**config.mk**
```make
export PLATFORM = sky130hd
export DESIGN_NAME = cordic_sincos
export DESIGN_NICKNAME = d
export VERILOG_FILES = /design/src/rtl/cordic_pkg.sv /design/src/rtl/cordic_range_fold.sv /design/src/rtl/cordic_micro_rot.sv /design/src/rtl/cordic_sincos.sv
export SDC_FILE = /design/constraint.sdc
export NUM_CORES = 1
export LEC_CHECK = 0
export ABC_AREA = 1
export CELL_PAD_IN_SITES_DETAIL_PLACEMENT = 2
export CELL_PAD_IN_SITES_GLOBAL_PLACEMENT = 2
export CORE_UTILIZATION = 34
export CTS_BUF_LIST = sky130_fd_sc_hd__clkbuf_8
export CTS_CLUSTER_SIZE = 12
export DETAILED_ROUTE_END_ITERATION = 7
export GPL_ROUTABILITY_DRIVEN = 0
export PLACE_DENSITY_LB_ADDON = 0.25
export SYNTH_ARGS = -nofsm -noshare
export SYNTH_HDL_FRONTEND = slang
export SYNTH_SLANG_ARGS = --single-unit
```
**constraint.sdc**
```tcl
create_clock -name clk -period 5.2 [get_ports clk]
set_input_delay 0.52 -clock clk [delete_from_list [all_inputs] [get_ports clk]]
set_output_delay 0.52 -clock clk [all_outputs]
set_load 0.02 [all_outputs]
```
**src/rtl/cordic_pkg.sv**
```systemverilog
package cordic_pkg;

  localparam int FRAC_BITS = 16;

  typedef enum logic [1:0] {
    ST_IDLE = 2'd0,
    ST_FOLD = 2'd1,
    ST_ROT  = 2'd2,
    ST_FIN  = 2'd3
  } cordic_state_e;

  // Arctangent of 2^-k in degrees, 16 fractional bits.
  function automatic int atan_deg_q16(input int k);
    case (k)
      0:  return 2949120;
      1:  return 1740967;
      2:  return 919879;
      3:  return 466945;
      4:  return 234379;
      5:  return 117304;
      6:  return 58666;
      7:  return 29335;
      8:  return 14668;
      9:  return 7334;
      10: return 3667;
      11: return 1833;
      12: return 917;
      13: return 458;
      14: return 229;
      15: return 115;
      16: return 57;
      17: return 29;
      default: return 0;
    endcase
  endfunction

endpackage

```
**src/rtl/cordic_range_fold.sv**
```systemverilog
module cordic_range_fold #(
  parameter int ANG_W  = 32,
  parameter int FRAC_W = 16
) (
  input  logic                    clk,
  input  logic                    rst,
  input  logic                    load,
  input  logic signed [ANG_W-1:0] angle_in,
  output logic                    in_range,
  output logic signed [ANG_W-1:0] folded,
  output logic                    negate
);
  localparam logic signed [ANG_W-1:0] D90  = ANG_W'(90  * (1 << FRAC_W));
  localparam logic signed [ANG_W-1:0] D180 = ANG_W'(180 * (1 << FRAC_W));
  localparam logic signed [ANG_W-1:0] D360 = ANG_W'(360 * (1 << FRAC_W));

  logic signed [ANG_W-1:0] theta;
  logic                    above, below;

  assign above    = theta > D180;
  assign below    = theta < -D180;
  assign in_range = !above && !below;

  // One whole-turn step per cycle until the angle sits in [-180, +180].
  always_ff @(posedge clk) begin
    if (rst) begin
      theta <= '0;
    end else if (load) begin
      theta <= angle_in;
    end else if (above) begin
      theta <= theta - D360;
    end else if (below) begin
      theta <= theta + D360;
    end
  end

  // Quarter-turn fold with output sign flag.
  always_comb begin
    folded = theta;
    negate = 1'b0;
    if (theta > D90) begin
      folded = theta - D180;
      negate = 1'b1;
    end else if (theta < -D90) begin
      folded = theta + D180;
      negate = 1'b1;
    end
  end

endmodule

```
**src/rtl/cordic_micro_rot.sv**
```systemverilog
module cordic_micro_rot #(
  parameter int DAT_W = 32,
  parameter int ANG_W = 32,
  parameter int SH_W  = 5
) (
  input  logic signed [DAT_W-1:0] x_in,
  input  logic signed [DAT_W-1:0] y_in,
  input  logic signed [ANG_W-1:0] acc_in,
  input  logic signed [ANG_W-1:0] target,
  input  logic signed [ANG_W-1:0] step_ang,
  input  logic        [SH_W-1:0]  shift,
  output logic signed [DAT_W-1:0] x_out,
  output logic signed [DAT_W-1:0] y_out,
  output logic signed [ANG_W-1:0] acc_out
);
  logic signed [DAT_W-1:0] x_sh, y_sh;
  logic                    ccw;

  assign x_sh = x_in >>> shift;
  assign y_sh = y_in >>> shift;
  assign ccw  = target > acc_in;

  always_comb begin
    if (ccw) begin
      x_out   = x_in - y_sh;
      y_out   = y_in + x_sh;
      acc_out = acc_in + step_ang;
    end else begin
      x_out   = x_in + y_sh;
      y_out   = y_in - x_sh;
      acc_out = acc_in - step_ang;
    end
  end

endmodule

```
**src/rtl/cordic_sincos.sv**
```systemverilog
module cordic_sincos #(
  parameter int ANG_W  = 32,
  parameter int DAT_W  = 32,
  parameter int N_ITER = 18,
  parameter int INIT_X = 39797
) (
  input  logic                    clk,
  input  logic                    rst,
  input  logic                    start,
  input  logic signed [ANG_W-1:0] angle,
  output logic                    busy,
  output logic                    done,
  output logic signed [DAT_W-1:0] cos_out,
  output logic signed [DAT_W-1:0] sin_out
);
  import cordic_pkg::*;

  localparam int CNT_W = (N_ITER > 1) ? $clog2(N_ITER) : 1;
  localparam logic [CNT_W-1:0] LAST = CNT_W'(N_ITER - 1);

  cordic_state_e state;

  logic signed [DAT_W-1:0] x_r, y_r, x_n, y_n;
  logic signed [ANG_W-1:0] acc_r, acc_n, tgt_r;
  logic                    neg_r;
  logic [CNT_W-1:0]        cnt;

  logic                    fold_ok, fold_neg;
  logic signed [ANG_W-1:0] fold_ang;
  logic signed [ANG_W-1:0] atan_rom [N_ITER];
  logic signed [ANG_W-1:0] atan_cur;

  genvar k;
  generate
    for (k = 0; k < N_ITER; k++) begin : g_atan
      assign atan_rom[k] = ANG_W'(atan_deg_q16(k));
    end
  endgenerate

  assign atan_cur = atan_rom[cnt];

  cordic_range_fold #(
    .ANG_W (ANG_W),
    .FRAC_W(FRAC_BITS)
  ) u_fold (
    .clk     (clk),
    .rst     (rst),
    .load    (state == ST_IDLE && start),
    .angle_in(angle),
    .in_range(fold_ok),
    .folded  (fold_ang),
    .negate  (fold_neg)
  );

  cordic_micro_rot #(
    .DAT_W(DAT_W),
    .ANG_W(ANG_W),
    .SH_W (CNT_W)
  ) u_rot (
    .x_in    (x_r),
    .y_in    (y_r),
    .acc_in  (acc_r),
    .target  (tgt_r),
    .step_ang(atan_cur),
    .shift   (cnt),
    .x_out   (x_n),
    .y_out   (y_n),
    .acc_out (acc_n)
  );

  always_ff @(posedge clk) begin
    if (rst) begin
      state   <= ST_IDLE;
      x_r     <= '0;
      y_r     <= '0;
      acc_r   <= '0;
      tgt_r   <= '0;
      neg_r   <= 1'b0;
      cnt     <= '0;
      done    <= 1'b0;
      cos_out <= '0;
      sin_out <= '0;
    end else begin
      done <= 1'b0;
      case (state)
        ST_IDLE: begin
          if (start) state <= ST_FOLD;
        end
        ST_FOLD: begin
          if (fold_ok) begin
            x_r   <= DAT_W'(INIT_X);
            y_r   <= '0;
            acc_r <= '0;
            tgt_r <= fold_ang;
            neg_r <= fold_neg;
            cnt   <= '0;
            state <= ST_ROT;
          end
        end
        ST_ROT: begin
          x_r   <= x_n;
          y_r   <= y_n;
          acc_r <= acc_n;
          cnt   <= cnt + 1'b1;
          if (cnt == LAST) state <= ST_FIN;
        end
        ST_FIN: begin
          cos_out <= neg_r ? -x_r : x_r;
          sin_out <= neg_r ? -y_r : y_r;
          done    <= 1'b1;
          state   <= ST_IDLE;
        end
        default: state <= ST_IDLE;
      endcase
    end
  end

  assign busy = (state != ST_IDLE);

endmodule

```
==> qor.yml <==
cells_and_area:
  areaGrowthSynthToFinish_pct: 16.3
  final_core_util_pct: 40.0
  nets: 3959
  drive_above_1_share_pct: 8.20
grt:
  grt_use_total_pct: 29.9
  grt_pass1_wl_um: 159000
  overflow: 0
  grt_start_max_net_pins: 89
  antenna_found_initial: 2
  grt_pass1_vias: 28400
logic_synthesis:
  syn_inst: 3652
  synth_warnings: 0
  ys_seq_area_share_pct: 21.0
  synth.area.top_cells: "dfxtp_1 21%, nand2_1 15%, ha_1 9.1%"
  ys_types: 61
  synth_ff_type: "dfxtp_1"
  yosysTopAreaCellShare_pct: 21.0
  async_flop_share_pct: 0
  syn_nets: 3852
  syn_area_mm2: 0.0222
  yosys.area.top_type: "dfxtp_1"
  synth_edf_count: 0
  ys_ff_latch: 233
  syn_area_per_cell_um2: 6.08
timing:
  final_hold_viol_count: 0
  rsz0062_at_grt: "yes"
  finalSetupViolCount: 0
  tightestPinTransition_ns: 1.02
  maxSlewHeadroom_pct: 31.3
  post-route-min-period_ns: 5.04
  fin_crit_sh_pct: 96.8
  skew_ns: 0.0238
  max_freq_ghz: 0.199
  maxSlewViolCount: 0
drt:
  routed_wirelength_um: 103000
  dr.pass1.iters: 5
  viasPerCell: 5.64
  detail-route-antenna-nets: 0
  drt_iter0_drc: 1252
  drc: 0
  vias: 26200
  routedWlPerCell_um: 22.2
setup_path:
  cp-end-kind: "register"
  crit_arrival_ns: 5.55
  cp-start-kind: "register"
  crit_top_cell: "nand2_1"
  cp_slowest_stage_delay_ns: 0.42
  rrSetupSlack_ns: 0.16
  crit_slowest_cell: "dfxtp_4"
  critPathMaxFanout: 31
  cp.required_ns: 5.71
  crit_type: "reg2reg"
die:
  io_pins: 101
  die_h_um: 257
  start_util_pct: 34.4
  die_w_um: 257
  die_area_mm2: 0.0663
  coreArea_mm2: 0.0645
  fp-row-count: 93
clocking:
  cts_sinks: 233
  cts_root_buffer: "clkbuf_8"
  cts_tree: "built"
  cts_buffer_depth: 3
  path_clk_slew_ns: 0.06
  hold_buffers: 0
  h-tree-depth: 2
  clk_latency_ns: 0.66
  cts_buffers: 47
run:
  cap_viol_max_count: 0
status:
  status: "finished, final reports clean"
hold_path:
  hp-class: "in2reg"
placed_design:
  dp_hpwl_um: 78600
  io_buffers: 100
-- repair_timing --
item | in CTS | in global routing
buffers inserted | 0 | 3
pin swaps | 0 | 6
resized for setup | 7 | 60
gates cloned | 0 | 3
setup endpoints to repair | 14 | 52
endpoints found under the hold margin | 0 | 0
-- state kept, by name, summed over array words and instances, names as in the netlist --
name	count
acc_r	32
cos_out	32
sin_out	32
tgt_r	32
u_fold.theta	32
x_r	32
y_r	32
cnt	5
state	2
done	1
neg_r	1
-- Yosys cell counts, types with 4 or more instances --
library cell and instances:
buf_6 17, fa_1 4, nor2_2 8, clkbuf_1 93, o211ai_1 15, o21a_1 15, buf_1 14, ha_1 161
nor2_4 6, o21ai_1 6, nor4_1 22, nor3_1 44, buf_2 38, dfxtp_1 233, or2_2 18, o21ai_0 315
a221oi_1 7, nor2_1 374, a21oi_1 362, clkinv_1 6, xnor2_1 46, nand3_2 8, o21bai_1 12, inv_1 315
xor2_1 94, a211oi_1 8, a21o_1 18, nand2_2 7, o221ai_1 11, nand4_1 33, nand2_1 910, nand3b_1 5
a21boi_0 4, nand3_1 343, inv_2 10, o22ai_1 9, a31oi_1 26
-- worst max-delay path, delay by kind of cell, from the launching register on --
kind	cells	cell delay, ns
XOR/XNOR	1	0.20
buffers and inverters	2	0.40
AO/OA/AOI/OAI	4	0.49
AND/OR/NAND/NOR	19	2.94
flip-flops	1	0.42
adder cells (fa/ha/maj)	1	0.41
-- final timing paths --
check / startpoint / end / cells past startpoint
max: cnt[0]$_SDFFE_PP0P_ / y_r[30]$_SDFFE_PP0P_ / 27
min: rst / done$_SDFF_PP0_ / 2
max reg2reg: cnt[0]$_SDFFE_PP0P_ / y_r[30]$_SDFFE_PP0P_ / 27
min reg2reg: sin_out[17]$_SDFFE_PP0P_ / sin_out[17]$_SDFFE_PP0P_ / 2
-- logic make-up (layout without fill, tap and decap cells) --
logic type | Yosys count | after routing | synth area share, %
mux | 2 | 2 | 0.0902
fa+ha+maj | 165 | 165 | 9.44
simple gates | 1785 | 1785 | 34.1
buf+inv | 498 | 638 | 9.33
flops | 233 | 233 | 21.0
xor+xnor | 140 | 140 | 5.53
compound gates | 829 | 829 | 20.5
other cells | 0 | 1 | 0
-- final cells by class --
type / instances / area [um^2]
multi-input cells: 2921 / 15700
flip-flops and latches: 233 / 4680
diodes: 1 / 2.50
well taps: 855 / 1070
fillers: 8032 / 38700
repair buffers: 222 / 2090
clock inverters: 24 / 223
inverters: 332 / 1260
clock buffers: 58 / 798
repair inverters: 2 / 17.5
-- per-layer routing --
metal | GRT usage, % | vias to the layer above | share of wire [%]
li1 | - | 12400 | -
met1 | 38.0 | 13100 | 45
met2 | 52.0 | 546 | 48
met3 | 3.59 | 163 | 4.1
met4 | 9.65 | 0 | 2.9
met5 | 0 | - | 0
-- placed cells by master, fill, tap and decap left out, types with 18 or more instances in the layout --
cell	instances
nor3_1	38
or2_2	18
o21ai_1	19
nand4_1	33
clkbuf_8	58
xor2_1	93
a31oi_1	25
xnor2_1	45
nor2_1	372
a21oi_1	356
ha_1	159
nand3_1	340
buf_4	109
o21ai_0	298
clkdlybuf4s50_1	99
nor4_1	21
a21o_1	18
inv_1	324
dfxtp_1	227
nand2_1	906
-- per-stage QoR --
step | area (um^2) | worst slack (ns) | hold WS (ns) | setup TNS, ns | std cells
final | 25800 | 0.164 | 0.328 | 0 | 4648
after detailed placement | 24500 | -0.0508 | 0.469 | -0.165 | 4559
after floorplan | 22200 | 0.921 | 0.433 | 0 | 3652
after global routing | 25800 | -0.0481 | 0.344 | -0.192 | 4648
after CTS | 25500 | 0.00470 | 0.316 | 0 | 4641
after global placement | 24500 | 0.108 | 0.452 | 0 | 4559
Power is not shown: default switching activity piles up to over one toggle a cycle in this logic, so the estimate is an artifact.
